--- src/rtl/mbx_pkg.sv ---
package mbx_pkg;

  localparam int OP_W  = 8;
  localparam int CNT_W = 8;

  localparam logic [7:0] ST_IDLE       = 8'h00;
  localparam logic [7:0] ST_SENDING    = 8'h01;
  localparam logic [7:0] ST_DONE       = 8'h02;
  localparam logic [7:0] ST_ERR_BADOP  = 8'h80;
  localparam logic [7:0] ST_ERR_NORESP = 8'h81;

  localparam logic [7:0] OP_XFER   = 8'h01;
  localparam logic [7:0] OP_BREAK  = 8'h02;
  localparam logic [7:0] OP_CLOCKS = 8'h03;

  localparam logic [7:0] ARB_GRANT = 8'h5A;

  localparam int A_CMD  = 0;
  localparam int A_ARB  = 1;
  localparam int A_STAT = 2;
  localparam int A_ID   = 3;

  typedef enum logic [2:0] {
    F_INIT, F_IDLE, F_HOLD, F_XFER, F_CLOCKS
  } fsm_e;

  typedef enum logic [1:0] {
    K_NONE, K_XFER, K_BREAK, K_CLOCKS
  } kind_e;

  function automatic kind_e decode_op(input logic [OP_W-1:0] op);
    case (op)
      OP_XFER:   return K_XFER;
      OP_BREAK:  return K_BREAK;
      OP_CLOCKS: return K_CLOCKS;
      default:   return K_NONE;
    endcase
  endfunction

  function automatic logic is_final(input logic [7:0] s);
    return (s == ST_DONE) || s[7];
  endfunction

  function automatic logic [7:0] finish_code(input logic timed_out);
    return timed_out ? ST_ERR_NORESP : ST_DONE;
  endfunction

endpackage

--- src/rtl/mbx_regs.sv ---
module mbx_regs
  import mbx_pkg::*;
#(
  parameter int          ADDR_W   = 2,
  parameter int          DATA_W   = 32,
  parameter logic [15:0] SIG_CODE = 16'h5EA1,
  parameter logic [7:0]  FW_REV   = 8'h03,
  parameter logic [7:0]  API_REV  = 8'h01
) (
  input  logic              clk,
  input  logic              rst_n,
  input  logic              wr,
  input  logic [ADDR_W-1:0] addr,
  input  logic [DATA_W-1:0] wdata,
  output logic [DATA_W-1:0] rdata,
  input  logic              op_clear,
  input  logic              arb_grant,
  input  logic              stat_we,
  input  logic [7:0]        stat_nxt,
  output logic [DATA_W-1:0] cmd_q,
  output logic [7:0]        arb_q,
  output logic [7:0]        stat_q,
  output logic [15:0]       sig_q,
  output logic [7:0]        fw_q,
  output logic [7:0]        api_q,
  output logic              id_ready
);

  localparam logic [ADDR_W-1:0] SEL_CMD  = ADDR_W'(A_CMD);
  localparam logic [ADDR_W-1:0] SEL_ARB  = ADDR_W'(A_ARB);
  localparam logic [ADDR_W-1:0] SEL_STAT = ADDR_W'(A_STAT);
  localparam logic [ADDR_W-1:0] SEL_ID   = ADDR_W'(A_ID);

  logic [1:0] init_step;
  logic       wr_cmd, wr_arb;

  assign wr_cmd   = wr && (addr == SEL_CMD);
  assign wr_arb   = wr && (addr == SEL_ARB);
  assign id_ready = (init_step == 2'd3);

  // identity fields fill in order; interface revision last
  always_ff @(posedge clk or negedge rst_n) begin
    if (!rst_n) begin
      init_step <= 2'd0;
      sig_q     <= '0;
      fw_q      <= '0;
      api_q     <= '0;
    end else if (!id_ready) begin
      case (init_step)
        2'd0:    sig_q <= SIG_CODE;
        2'd1:    fw_q  <= FW_REV;
        2'd2:    api_q <= API_REV;
        default: ;
      endcase
      init_step <= init_step + 2'd1;
    end
  end

  // host write wins over the self-clear of the opcode byte
  always_ff @(posedge clk or negedge rst_n) begin
    if (!rst_n) begin
      cmd_q <= '0;
    end else if (wr_cmd) begin
      cmd_q <= wdata;
    end else if (op_clear) begin
      cmd_q[OP_W-1:0] <= '0;
    end
  end

  always_ff @(posedge clk or negedge rst_n) begin
    if (!rst_n) begin
      arb_q <= '0;
    end else if (wr_arb) begin
      arb_q <= wdata[7:0];
    end else if (arb_grant) begin
      arb_q <= ARB_GRANT;
    end
  end

  always_ff @(posedge clk or negedge rst_n) begin
    if (!rst_n) begin
      stat_q <= ST_IDLE;
    end else if (stat_we) begin
      stat_q <= stat_nxt;
    end
  end

  always_comb begin
    rdata = '0;
    case (addr)
      SEL_CMD:  rdata = cmd_q;
      SEL_ARB:  rdata = DATA_W'(arb_q);
      SEL_STAT: rdata = DATA_W'(stat_q);
      SEL_ID:   rdata = DATA_W'({api_q, fw_q, sig_q});
      default:  rdata = '0;
    endcase
  end

endmodule

--- src/rtl/mbx_ctl.sv ---
module mbx_ctl
  import mbx_pkg::*;
#(
  parameter int DATA_W = 32
) (
  input  logic              clk,
  input  logic              rst_n,
  input  logic              id_ready,
  input  logic [DATA_W-1:0] cmd_word,
  input  logic [7:0]        arb_val,
  input  logic              eng_done,
  input  logic              eng_timeout,
  input  logic              burst_done,
  output logic              op_clear,
  output logic              arb_grant,
  output logic              stat_we,
  output logic [7:0]        stat_nxt,
  output logic              irq,
  output logic              eng_start,
  output logic              eng_kind,
  output logic              burst_start,
  output logic [CNT_W-1:0]  burst_count,
  output logic              bad_op,
  output logic              hold,
  output logic              xfer_active
);

  fsm_e              state_q, state_d;
  logic [OP_W-1:0]   op;
  kind_e             kind;
  logic              irq_q;

  assign op          = cmd_word[OP_W-1:0];
  assign kind        = decode_op(op);
  assign burst_count = cmd_word[OP_W +: CNT_W];
  assign hold        = (state_q == F_HOLD);
  assign xfer_active = (state_q == F_XFER);
  assign irq         = irq_q;

  always_comb begin
    state_d     = state_q;
    op_clear    = 1'b0;
    arb_grant   = 1'b0;
    stat_we     = 1'b0;
    stat_nxt    = ST_IDLE;
    eng_start   = 1'b0;
    eng_kind    = 1'b0;
    burst_start = 1'b0;
    bad_op      = 1'b0;
    case (state_q)
      F_INIT: if (id_ready) state_d = F_IDLE;
      F_IDLE: begin
        if (arb_val != 8'h00) begin
          arb_grant = 1'b1;
          state_d   = F_HOLD;
        end else if (op != '0) begin
          op_clear = 1'b1;
          stat_we  = 1'b1;
          case (kind)
            K_XFER, K_BREAK: begin
              stat_nxt  = ST_SENDING;
              eng_start = 1'b1;
              eng_kind  = (kind == K_BREAK);
              state_d   = F_XFER;
            end
            K_CLOCKS: begin
              stat_nxt    = ST_SENDING;
              burst_start = 1'b1;
              state_d     = F_CLOCKS;
            end
            default: begin
              stat_nxt = ST_ERR_BADOP;
              bad_op   = 1'b1;
            end
          endcase
        end
      end
      F_HOLD: if (arb_val == 8'h00) state_d = F_IDLE;
      F_XFER: begin
        if (eng_done) begin
          stat_we  = 1'b1;
          stat_nxt = finish_code(eng_timeout);
          state_d  = F_IDLE;
        end
      end
      F_CLOCKS: begin
        if (burst_done) begin
          stat_we  = 1'b1;
          stat_nxt = ST_DONE;
          state_d  = F_IDLE;
        end
      end
      default: state_d = F_INIT;
    endcase
  end

  always_ff @(posedge clk or negedge rst_n) begin
    if (!rst_n) begin
      state_q <= F_INIT;
      irq_q   <= 1'b0;
    end else begin
      state_q <= state_d;
      irq_q   <= stat_we && is_final(stat_nxt);
    end
  end

endmodule

--- src/rtl/mbx_burst.sv ---
module mbx_burst
  import mbx_pkg::*;
#(
  parameter int IDLE_HALF = 1
) (
  input  logic             clk,
  input  logic             rst_n,
  input  logic             start,
  input  logic [CNT_W-1:0] count,
  output logic             clk_o,
  output logic             busy,
  output logic             done
);

  localparam int DIV_W = (IDLE_HALF > 1) ? $clog2(IDLE_HALF) : 1;
  localparam logic [DIV_W-1:0] DIV_LOAD = DIV_W'(IDLE_HALF - 1);

  logic             busy_q, low_q, done_q;
  logic [CNT_W-1:0] rem_q;
  logic [DIV_W-1:0] div_q;
  logic             phase_end;

  assign phase_end = (div_q == '0);
  assign clk_o     = !(busy_q && low_q);
  assign busy      = busy_q;
  assign done      = done_q;

  always_ff @(posedge clk or negedge rst_n) begin
    if (!rst_n) begin
      busy_q <= 1'b0;
      low_q  <= 1'b0;
      done_q <= 1'b0;
      rem_q  <= '0;
      div_q  <= '0;
    end else begin
      done_q <= 1'b0;
      if (start) begin
        if (count == '0) begin
          done_q <= 1'b1;
        end else begin
          busy_q <= 1'b1;
          low_q  <= 1'b1;
          rem_q  <= count;
          div_q  <= DIV_LOAD;
        end
      end else if (busy_q) begin
        if (!phase_end) begin
          div_q <= div_q - 1'b1;
        end else if (low_q) begin
          low_q <= 1'b0;
          div_q <= DIV_LOAD;
        end else if (rem_q == CNT_W'(1)) begin
          busy_q <= 1'b0;
          done_q <= 1'b1;
        end else begin
          rem_q <= rem_q - 1'b1;
          low_q <= 1'b1;
          div_q <= DIV_LOAD;
        end
      end
    end
  end

endmodule

--- src/rtl/mbx_pins.sv ---
module mbx_pins (
  input  logic hold,
  input  logic xfer_active,
  input  logic burst_busy,
  input  logic burst_clk,
  input  logic eng_clk,
  input  logic eng_dat,
  input  logic eng_dat_oe,
  output logic bus_clk,
  output logic bus_dat,
  output logic bus_dat_oe,
  output logic bus_host_owns
);

  always_comb begin
    bus_clk       = 1'b1;
    bus_dat       = 1'b1;
    bus_dat_oe    = 1'b1;
    bus_host_owns = 1'b0;
    if (hold) begin
      bus_dat_oe    = 1'b0;
      bus_host_owns = 1'b1;
    end else if (xfer_active) begin
      bus_clk    = eng_clk;
      bus_dat    = eng_dat;
      bus_dat_oe = eng_dat_oe;
    end else if (burst_busy) begin
      bus_clk = burst_clk;
    end
  end

endmodule

--- src/rtl/mbx_dispatch.sv ---
module mbx_dispatch
  import mbx_pkg::*;
#(
  parameter int          ADDR_W    = 2,
  parameter int          DATA_W    = 32,
  parameter int          IDLE_HALF = 1,
  parameter logic [15:0] SIG_CODE  = 16'h5EA1,
  parameter logic [7:0]  FW_REV    = 8'h03,
  parameter logic [7:0]  API_REV   = 8'h01
) (
  input  logic              clk,
  input  logic              rst_n,
  input  logic              host_wr,
  input  logic [ADDR_W-1:0] host_addr,
  input  logic [DATA_W-1:0] host_wdata,
  output logic [DATA_W-1:0] host_rdata,
  output logic              host_irq,
  output logic              eng_start,
  output logic              eng_kind,
  output logic [DATA_W-9:0] eng_param,
  input  logic              eng_done,
  input  logic              eng_timeout,
  input  logic              eng_clk,
  input  logic              eng_dat,
  input  logic              eng_dat_oe,
  output logic              bus_clk,
  output logic              bus_dat,
  output logic              bus_dat_oe,
  output logic              bus_host_owns
);

  // named internal events, brought out for the checker
  logic              w_op_clear, w_grant, w_stat_we, w_id_ready;
  logic [7:0]        w_stat_nxt, w_arb, w_stat, w_fw, w_api;
  logic [15:0]       w_sig;
  logic [DATA_W-1:0] w_cmd;
  logic              w_burst_start, w_burst_busy, w_burst_done, w_burst_clk;
  logic [CNT_W-1:0]  w_burst_count;
  logic              w_bad_op, w_hold, w_xfer;

  assign eng_param = w_cmd[DATA_W-1:OP_W];

  mbx_regs #(
    .ADDR_W(ADDR_W), .DATA_W(DATA_W),
    .SIG_CODE(SIG_CODE), .FW_REV(FW_REV), .API_REV(API_REV)
  ) u_regs (
    .clk(clk), .rst_n(rst_n),
    .wr(host_wr), .addr(host_addr), .wdata(host_wdata), .rdata(host_rdata),
    .op_clear(w_op_clear), .arb_grant(w_grant),
    .stat_we(w_stat_we), .stat_nxt(w_stat_nxt),
    .cmd_q(w_cmd), .arb_q(w_arb), .stat_q(w_stat),
    .sig_q(w_sig), .fw_q(w_fw), .api_q(w_api), .id_ready(w_id_ready)
  );

  mbx_ctl #(.DATA_W(DATA_W)) u_ctl (
    .clk(clk), .rst_n(rst_n), .id_ready(w_id_ready),
    .cmd_word(w_cmd), .arb_val(w_arb),
    .eng_done(eng_done), .eng_timeout(eng_timeout), .burst_done(w_burst_done),
    .op_clear(w_op_clear), .arb_grant(w_grant),
    .stat_we(w_stat_we), .stat_nxt(w_stat_nxt), .irq(host_irq),
    .eng_start(eng_start), .eng_kind(eng_kind),
    .burst_start(w_burst_start), .burst_count(w_burst_count),
    .bad_op(w_bad_op), .hold(w_hold), .xfer_active(w_xfer)
  );

  mbx_burst #(.IDLE_HALF(IDLE_HALF)) u_burst (
    .clk(clk), .rst_n(rst_n),
    .start(w_burst_start), .count(w_burst_count),
    .clk_o(w_burst_clk), .busy(w_burst_busy), .done(w_burst_done)
  );

  mbx_pins u_pins (
    .hold(w_hold), .xfer_active(w_xfer),
    .burst_busy(w_burst_busy), .burst_clk(w_burst_clk),
    .eng_clk(eng_clk), .eng_dat(eng_dat), .eng_dat_oe(eng_dat_oe),
    .bus_clk(bus_clk), .bus_dat(bus_dat), .bus_dat_oe(bus_dat_oe),
    .bus_host_owns(bus_host_owns)
  );

endmodule

--- config.mk ---
export PLATFORM = sky130hd
export DESIGN_NAME = mbx_dispatch
export DESIGN_NICKNAME = d
export VERILOG_FILES = /design/src/rtl/mbx_pkg.sv /design/src/rtl/mbx_regs.sv /design/src/rtl/mbx_ctl.sv /design/src/rtl/mbx_burst.sv /design/src/rtl/mbx_pins.sv /design/src/rtl/mbx_dispatch.sv
export SDC_FILE = /design/constraint.sdc
export NUM_CORES = 1
export LEC_CHECK = 0
export ABC_AREA = 1
export BUFFER_PORTS_ARGS = -buffer_cell sky130_fd_sc_hd__clkbuf_2
export CAP_MARGIN = 20
export CORE_AREA = 3 3 71 124
export CTS_BUF_LIST = sky130_fd_sc_hd__clkbuf_4
export DETAILED_ROUTE_END_ITERATION = 6
export DIE_AREA = 0 0 74 127
export GPL_ROUTABILITY_DRIVEN = 0
export GPL_TIMING_DRIVEN = 1
export PLACE_DENSITY = 0.84
export SLEW_MARGIN = 25
export SYNTH_ARGS = -nofsm -noshare
export SYNTH_HDL_FRONTEND = slang
export SYNTH_HIERARCHICAL = 1
export SYNTH_SLANG_ARGS = --single-unit
--- constraint.sdc ---
create_clock -name clk -period 5.4 [get_ports clk]
set_input_delay 1.62 -clock clk [delete_from_list [all_inputs] [get_ports clk]]
set_output_delay 1.62 -clock clk [all_outputs]
set_load 0.01 [all_outputs]
# After elaboration in Yosys (flattened, before gate mapping)
# Index checks and enable logic that the tools add are counted.
[op_classes] addsub=3 mul=0 div=0 order_cmp=0 n_eq_ne=28 shift=0 n_mux=75 bitwise_logic=1 n_reduce_logical=25
[ops] op="one-hot mux 32 bit (4 select lines)" n=1
[ops] op="2-to-1 mux 8 bit" n=15
[ops] op="2-to-1 mux 1 bit" n=47
[ops] op="== test 8 x 2 -> 1 bit (second input constant)" n=3
[ops] op="one-hot mux 8 bit (3 select lines)" n=1
[ops] op="2-to-1 mux 3 bit" n=6
[ops] op="== test 8 x 1 -> 1 bit (second input constant)" n=2
[ops] op="zero test 8 bit" n=2
[ops] op="nonzero test 8 bit" n=2
[ops] op="one-hot mux 3 bit (5 select lines)" n=1
[ops] op="== test 2 bit (second input constant)" n=6
[ops] op="!= test 2 x 1 -> 1 bit (second input constant)" n=5
[ops] op="AND reduction 2 bit" n=4
[ops] op="subtractor 8 x 1 -> 8 bit (second input constant)" n=1
[ops] op="== test 2 x 1 -> 1 bit (second input constant)" n=3
[ops] op="== test 3 x 2 -> 1 bit (second input constant)" n=2
[ops] op="!= test 2 bit (second input constant)" n=3
[ops] op="one-hot mux 2 bit (3 select lines)" n=1
[ops] op="one-hot mux 3 bit (2 select lines)" n=1
[ops] op="AND reduction 6 bit" n=1
[ops] op="nonzero test 2 bit" n=3
[ops] op="AND reduction 5 bit" n=1
[ops] op="logical AND 1 bit" n=4
[ops] op="zero test 2 bit" n=2
[ops] op="15 further kinds" n=15
[word_totals] register_bits=69 latchBits=0 mem_bits_rw=0 mem_bits_ro=0 inputBits=42 output_inout_bits=63 wordCells=147 n_memories=0

# Depth between registers and ports, before layout
# Gate-level depths: netlist (run 1).
[depth] depth_word=11 depth_mapped=14

# By module
# The synthesis (run 1) kept the hierarchy.
[by_module_without_submodules] module="mbx_regs" n_inst=1 cells_per_inst=340 area_per_inst_um2=2757.6 seq_area_each_um2=1326.3
[by_module_without_submodules] module="mbx_burst" n_inst=1 cells_per_inst=108 area_per_inst_um2=793.3 seq_area_each_um2=275.3
[by_module_without_submodules] module="mbx_ctl" n_inst=1 cells_per_inst=103 area_per_inst_um2=635.6 seq_area_each_um2=100.1
[by_module_without_submodules] module="mbx_pins" n_inst=1 cells_per_inst=12 area_per_inst_um2=52.6 seq_area_each_um2=0.0

# Least setup slack after synthesis (run 1)
# OpenSTA, ideal clock, no wires.
[synth_timing] kind="input to output" startpoint="in host_addr[0]" endpoint="out host_rdata[18]" arrival_ns=2.320 path_slack_ns=1.460 stages=5 n_path_buf=2 cell_sequence="buf_4 nor2_8 inv_2 buf_2 nor2_1"
[synth_via] elab_chain_cells=2 elab_cells_between_ends=5
[synth_lines] element="start, declared" line_no="mbx_dispatch.sv:14" rtl="input logic [ADDR_W-1:0] host_addr,"
[synth_lines] element="== test 2 bit (tied with other cells)" line_no="mbx_regs.sv:90" rtl="case (addr)"
[synth_lines] element="one-hot mux 32 bit (4 select lines) *" line_no="mbx_regs.sv:90"
[synth_lines] element="end, declared" line_no="mbx_dispatch.sv:16" rtl="output logic [DATA_W-1:0] host_rdata,"
# Mark *: on every way between the ends. The rest lies on a longest branch, timed or not.

# Final worst setup path (run 1)
[layout_timing] startpoint="in host_addr[0]" endpoint="out host_rdata[5]"
# The elaborated chain is that of the path after synthesis.

==> results.md, run 1 <==
- The total CTS buffers is 9.
- In this run the worst setup path begins at host_addr[0].
- The worst supply voltage drop on vdd is 193 µV.
- In the final routed layout, each cell accounts on average for 13.5 µm.
- The floorplan step set the die width to 74 µm.
- The clock insertion delay at the later pin of the skew report is 420 ps.
- Along the worst hold path, the cell count comes to 1.
- The startpoint type of the worst setup path is an input pin.
- Buffers added to address setup during post-CTS repair amount to 0.
- The remaining antenna violation count after routing is 0.
- The site row count is 43.
- Leaving out fill and tap cells, the most frequent cells in the layout are nand2_1 (193), clkbuf_2 (103), dfrtp_1 (68), inv_1 (54), nand3_1 (54).
- The wire length of the first global-routing pass is 16000 µm.
- The aggregate routed wire length is 9700 µm.
- For hold timing, the worst endpoint is u_ctl/state_q[2].
- The worst-case headroom to the max-slew limit is 38.6%.
- The critical hold path startpoint is u_burst/done.
- Input and output buffers added on the ports amount to 104.
- Setup repair after global routing left no endpoint under its margin.
- The placeable core region is 0.00791 mm².
- The hold buffer count at cts is 0.
- The final hold violation count is 0.
- The max-slew violation total from the final report is 0.
- Max-cap violations in this run came to 0.
- In the synthesized netlist, the number of instances is 532.
- The filler cell count in the final layout is 715.
- Leaving out fill and tap cells, the most frequent cell in the layout is nand2_1.
- The number of global-route vias before repair is 3577.
- The number of antenna violations at the first check in global routing was 0.
- For this configuration, the core starts out at a cell density of 50.8%.
- The power per standard cell area is 318 mW/mm².
- The critical path start-end classification is in -> out.
- The worst hold-check slack is 469 ps.
- The overall fraction of global-route tracks in use is 22.0%.
- TritonCTS built the clock tree.
- The synthesized area is 0.00401 mm².
- The number of remaining DRC errors is 0.
- The H-tree depth is 3.
- Along the worst path, the maximum fanout reaches 15.
- The total inserted antenna cells is 0.
- Entering global routing, the biggest net connects 37 pins.
- The shortest period the worst path allows is 4420 ps.
- The transition time at the pin with the least slew margin is 917 ps.
- For this block, the initial DRC count from the detailed router was 257.
- The root buffer cell chosen for the clock tree is clkbuf_4.
- The length of the first detailed-routing pass in iterations is 5.
- The die is 127 µm tall.
- The flow ran to the end, and the final reports show no timing, DRC or antenna violations.
- The floorplan step defined a die boundary enclosing 0.00940 mm².
- The clock tree skew after final layout is 15.9 ps.
- The path class of the tightest hold or removal check is reg -> reg.
- After routing, the total negative slack on setup checks comes to 0 ps.
- The sum of net half-perimeters after detailed placement is 7530 µm.
- The source of the worst register-to-register timing path is u_regs/cmd_q[5].
- The number of gates resized after CTS was 0.
- The static leakage is 2.64 nW.
- The depth of the most critical reg-to-reg path is 12.
- The highest achievable clock rate is 226 MHz.
- The final period utilization is 81.9%.
- Each instance of the synthesized netlist takes up on average 7.54 µm².
- Of the cells placed in the final design, the portion with a size suffix greater than 1 is 25.8%.
- For this design, the sink count on the clock tree is 68.
- The clock passes through at most 2 buffers.
- After detailed routing, the number of vias per cell comes to 5.08.
- The post-CTS clock slew at the launch and capture registers of the worst setup and hold paths is 100 ps.
- The total overflow left after global routing is 0.
- The arrival time at the worst endpoint is 2800 ps.
- The top-level port count is 105.
- The sort of element at the end of the critical path is a primary output.
- The setup slack of the worst register-to-register path is 2530 ps.
- In the final layout, the multi-input gates occupy 0.00188 mm².
- For the worst setup path, the data required time is 3780 ps.
- The routed layout has 3644 vias.
- Across the whole layout, storage elements account for 0.00170 mm².
- In the final design database the tool counted 675 nets.
- The Yosys step of the flow raised 6 warnings.
- The total of endpoints with negative setup slack in the final report is 0.
- In this run the critical register-to-register path is captured at u_burst/rem_q[5].
- The post-synthesis to final-layout area growth is 13.5%.
==> worst max-delay path, stage by stage <==
cell and delay, ps:
clkbuf_2 340, nand3_1 430, nand4_1 240, clkbuf_2 160
==> routing by layer <==
layer	up-vias	wire (µm)	track usage (%)
li1	1813	-	-
met1	1699	3700	25.1
met2	107	5220	37.8
met3	25	464	3.23
met4	0	319	12.6
met5	-	0	0
==> area by class of cell <==
cell class                 instances  share of cell area [%]
multi-input combinational        377                    41.3
sequential                        68                    37.4
timing repair buffer             105                    11.6
inverter                          63                    5.22
tap                               90                    2.47
clock buffer                      10                    1.65
clock inverter                     4                   0.412
==> worst max path at each step <==
stage	end	cells past startpoint	slack (ps)
finish	host_rdata[5]	4	980
global route	host_rdata[19]	5	920
CTS	host_rdata[5]	4	990
detailed placement	host_rdata[5]	4	990
global placement	host_rdata[0]	4	1050
floorplan	host_rdata[18]	5	1460
==> where the power goes <==
| part | switching (W) | total (W) | internal, W | leakage (nW) |
|---|---|---|---|---|
| Combinational | 0.000291 | 0.000482 | 0.000191 | 1.75 |
| Clock | 0.000171 | 0.000261 | 0.0000904 | 0.0509 |
| Sequential | 0.0000958 | 0.000707 | 0.000611 | 0.846 |
| Total | 0.000557 | 0.00145 | 0.000892 | 2.64 |
==> through the flow <==
stage,total power (W),util [%],cell area [µm²],setup WS (ps),instances
after floorplan,0.00104,-,4030,1460,536
after global placement,0.00118,56.4,4460,1050,703
after detailed placement,0.00120,56.4,4460,991,703
after CTS,0.00146,57.6,4550,988,717
after global routing,0.00156,57.6,4550,919,717
final,0.00145,57.6,4550,979,717
==> flip-flops by register name (all words and copies together), names as in the netlist <==
name and count:
u_burst/busy 1, u_burst/done 1, u_burst/low_q 1, u_burst/rem_q 8, u_ctl/irq 1, u_ctl/state_q 3, u_regs/api_q 1, u_regs/arb_q 8
u_regs/cmd_q 32, u_regs/fw_q 1, u_regs/init_step 2, u_regs/sig_q 1, u_regs/stat_q 8
No activity file was read; power rests on OpenSTA's default activity.
==> run 2: changes to the inputs <==
Clock period 5.4 ns to 4.08 ns, I/O delays scaled along.
==> run 2 against run 1 <==
Against the previous run: cell area up 1.3%; final cell count up 0.84%; flip-flop and latch count unchanged; sequential power up 33%; non-clock buffer count up 3.
==> results.md, run 2 (synthesis gave the netlist of run 1 again) <==
- The run finished with clean final reports.
- Of the available clock period, the critical path in the final layout requires 84.0%.
- The critical path start-end classification is in -> out.
- The length of the first detailed-routing pass in iterations is 4.
- The static leakage is 2.68 nW.
- The worst min-delay path class is reg -> reg.
- The top-level port count is 105.
- The number of global-route vias before repair came to 3608.
- The die outline area is 0.00940 mm².
- The via count of the routed design is 3703.
- No sink is reached through more buffers than the 2 on the longest clock path.
- The sort of element at the end of the critical path is a primary output.
- The end point of the worst hold path is u_ctl/state_q[2].
- The shortest period the worst path allows is 3430 ps.
- The number of cells on the worst reg-to-reg path is 13.
- The number of vias per cell after detailed routing is 5.12.
- Timing analysis after detailed placement gives a worst setup slack of 666 ps.
- The number of clock sinks is 68.
- The initial utilization of the core area, before any placement, comes to 50.8%.
- The total CTS buffers is 9.
- The critical hold path startpoint is u_burst/done.
- In this run the remaining antenna-violating nets after routing total 0.
- The wire length of the first global-routing pass is 16400 µm.
- In the layout the commonest cells are nand2_1 (193), clkbuf_2 (103), dfrtp_1 (68), inv_1 (54), nand3_1 (54).
- The startpoint identified for the worst register-to-register timing path is u_regs/cmd_q[7].
- The flip-flop count of the largest register, all copies and words added is 32.
- In the routed design, unresolved DRC markers number 0.
- The number of antenna violations at the first check in global routing was 1.
- The die is 127 µm tall.
- Across all register-to-register paths, the minimum setup slack is 1850 ps.
- In this run, the number of DRC markers left after iteration 0 of detailed routing was 230.
- Setup total negative slack on the finished layout was measured at 0 ps.
- At the end of the flow, the number of nets in the layout was 678.
- Post-CTS timing repair inserted 0 buffers for setup.
- For this design the ratio of total power to cell area is 435 mW/mm².
- The final hold violation count came to 0.
- The number of instances on the worst hold path is 1.
- The max-slew violation total from the final report came to 0.
- The aggregate routed wire length is 10100 µm.
- Traced cell by cell, the critical path runs through clkbuf_2 > nor2_8 > inv_2 > nor2_1 > clkbuf_2.
- Leaving out fill and tap cells, the most frequent cell in the layout is nand2_1.
- During placement, the flow inserted port buffers numbering 104.
- Dividing the detail-routed wire length by the instance count gives 14.0 µm.
- The startpoint type of the worst setup path is an input pin.
- The highest-delay cell along the critical path is nor2_8.
- The overall fraction of global-route tracks in use is 22.6%.
- The endpoint identified for the worst register-to-register timing path is u_burst/rem_q[5].
- Setup violations remaining at the end of the flow were counted as 0.
- Data arrives at the worst endpoint at 2200 ps.
- The max capacitance violation total is 0.
- TritonCTS built the clock tree.
- The portion of total power attributed to combinational logic is 32.1%.
- After global routing the overflow that remains totals 0.
- The slack of the critical path is 653 ps.
- The cell internal power dissipation is 0.00125 W.
- The switching power as a share of total power is 37.7%.
- The highest achievable clock rate is 292 MHz.
- The fraction of layout instances using a drive strength above 1 is 26.6%.
- Entering global routing, the biggest net connects 34 pins.
- In this run the clock root is driven by a clkbuf_4.
- The H-tree generated during clock tree synthesis spans 3 levels.
- In this run the power spent charging and discharging nets is 0.000758 W.
- The die is 74 µm wide.
- The number of buffer and inverter instances along the worst setup path is 3.
- The worst stage delay on the critical path is 290 ps.
- The worst supply voltage drop on vdd is 302 µV.
- Broken down by cell family, the worst path's largest delay share belongs to buffers and inverters.
- The peak fanout along the critical path is 18.
- After floorplanning, the core was divided into 43 placement rows.
- The number of gates resized after CTS is 0.
- Hold repair after CTS inserted 0 buffers.
- For the worst setup path, the data required time is 2860 ps.
- On the final layout, the worst clock skew is 13.1 ps.
- The region available for standard cell placement spans 0.00791 mm².
- The sequential share of power is 46.8%.
- Compared with the post-synthesis result, the final layout area differs by 15.0%.
- The clock insertion delay at the later pin of the skew report is 420 ps.
- Setup repair after global routing left no endpoint under its margin.
- Among the stages of the critical path, the cell type that occurs most often is clkbuf_2.
- The post-CTS clock slew at the launch and capture registers of the worst setup and hold paths is 110 ps.
- Of the total power, the clock network draws 21.1%.
- The wire-length estimate of the detail-placed layout is 7890 µm.
- The register containing the most flip-flops in the final layout is u_regs/cmd_q.
[run 2: cell types whose count changed in the layout (fill, tap and decap cells not counted), sizes merged]
cell,previous run,this run
bufinv,0,1
buf,2,5
diode,0,1
clkinv,5,6
[run 2: final cells by class]
type,instances,area [µm²]
sequential,68,1700
clock buffer,10,75.1
inverter,63,238
fill,723,3290
antenna,1,2.50
tap,90,113
timing repair buffer,108,551
multi-input combinational,377,1880
clock inverter,6,55.1
[run 2: stage by stage]
step	cell area, µm²	instances	hold WS (ps)	util, %	total power, W
finish	4620	723	511	58.4	0.00201
global placement	4480	706	468	56.7	0.00156
global route	4620	723	514	58.4	0.00214
detailed placement	4480	706	483	56.7	0.00159
floorplan	4030	536	440	-	0.00138
CTS	4610	722	507	58.3	0.00202
[run 2: worst max path at each step]
stage            startpoint             end  slack [ps]  cells after the start
2_1_floorplan  host_addr[0]  host_rdata[18]         930                      5
3_5_place_dp   host_addr[1]  host_rdata[23]         670                      5
3_3_place_gp   host_addr[1]  host_rdata[13]         700                      5
5_1_grt        host_addr[1]  host_rdata[26]         550                      5
4_1_cts        host_addr[1]  host_rdata[23]         660                      5
6_report       host_addr[1]  host_rdata[23]         650                      5
[run 2: worst reg2reg max path, cell delays in order, from the launching register on]
cell	delay [ps]
dfrtp_1	420
nor2_1	130
nand2_1	100
inv_1	100
nand3_1	130
inv_1	90
ha_1	160
inv_1	80
nor2_1	110
buf_4	200
inv_1	160
or2_2	320
nand3_2	70
nand2_1	50
[run 2: per-layer routing]
metal	share of wire [%]	routed length [µm]	vias up	global-route usage (%)
li1	-	-	1824	-
met1	37	3720	1725	25.1
met2	54	5430	126	39.2
met3	5.4	544	28	3.94
met4	4.1	415	0	13.1
met5	0	0	-	0
[run 2: power groups by stage]
| stage | clock, W | combinational [W] | sequential [W] |
|---|---|---|---|
| 4_1_cts | 0.000438 | 0.000648 | 0.000937 |
| 2_1_floorplan | 0 | 0.000454 | 0.000928 |
| 5_1_grt | 0.000460 | 0.000727 | 0.000958 |
| 3_3_place_gp | 0 | 0.000619 | 0.000943 |
| 6_report | 0.000424 | 0.000644 | 0.000939 |
| 3_5_place_dp | 0 | 0.000644 | 0.000948 |
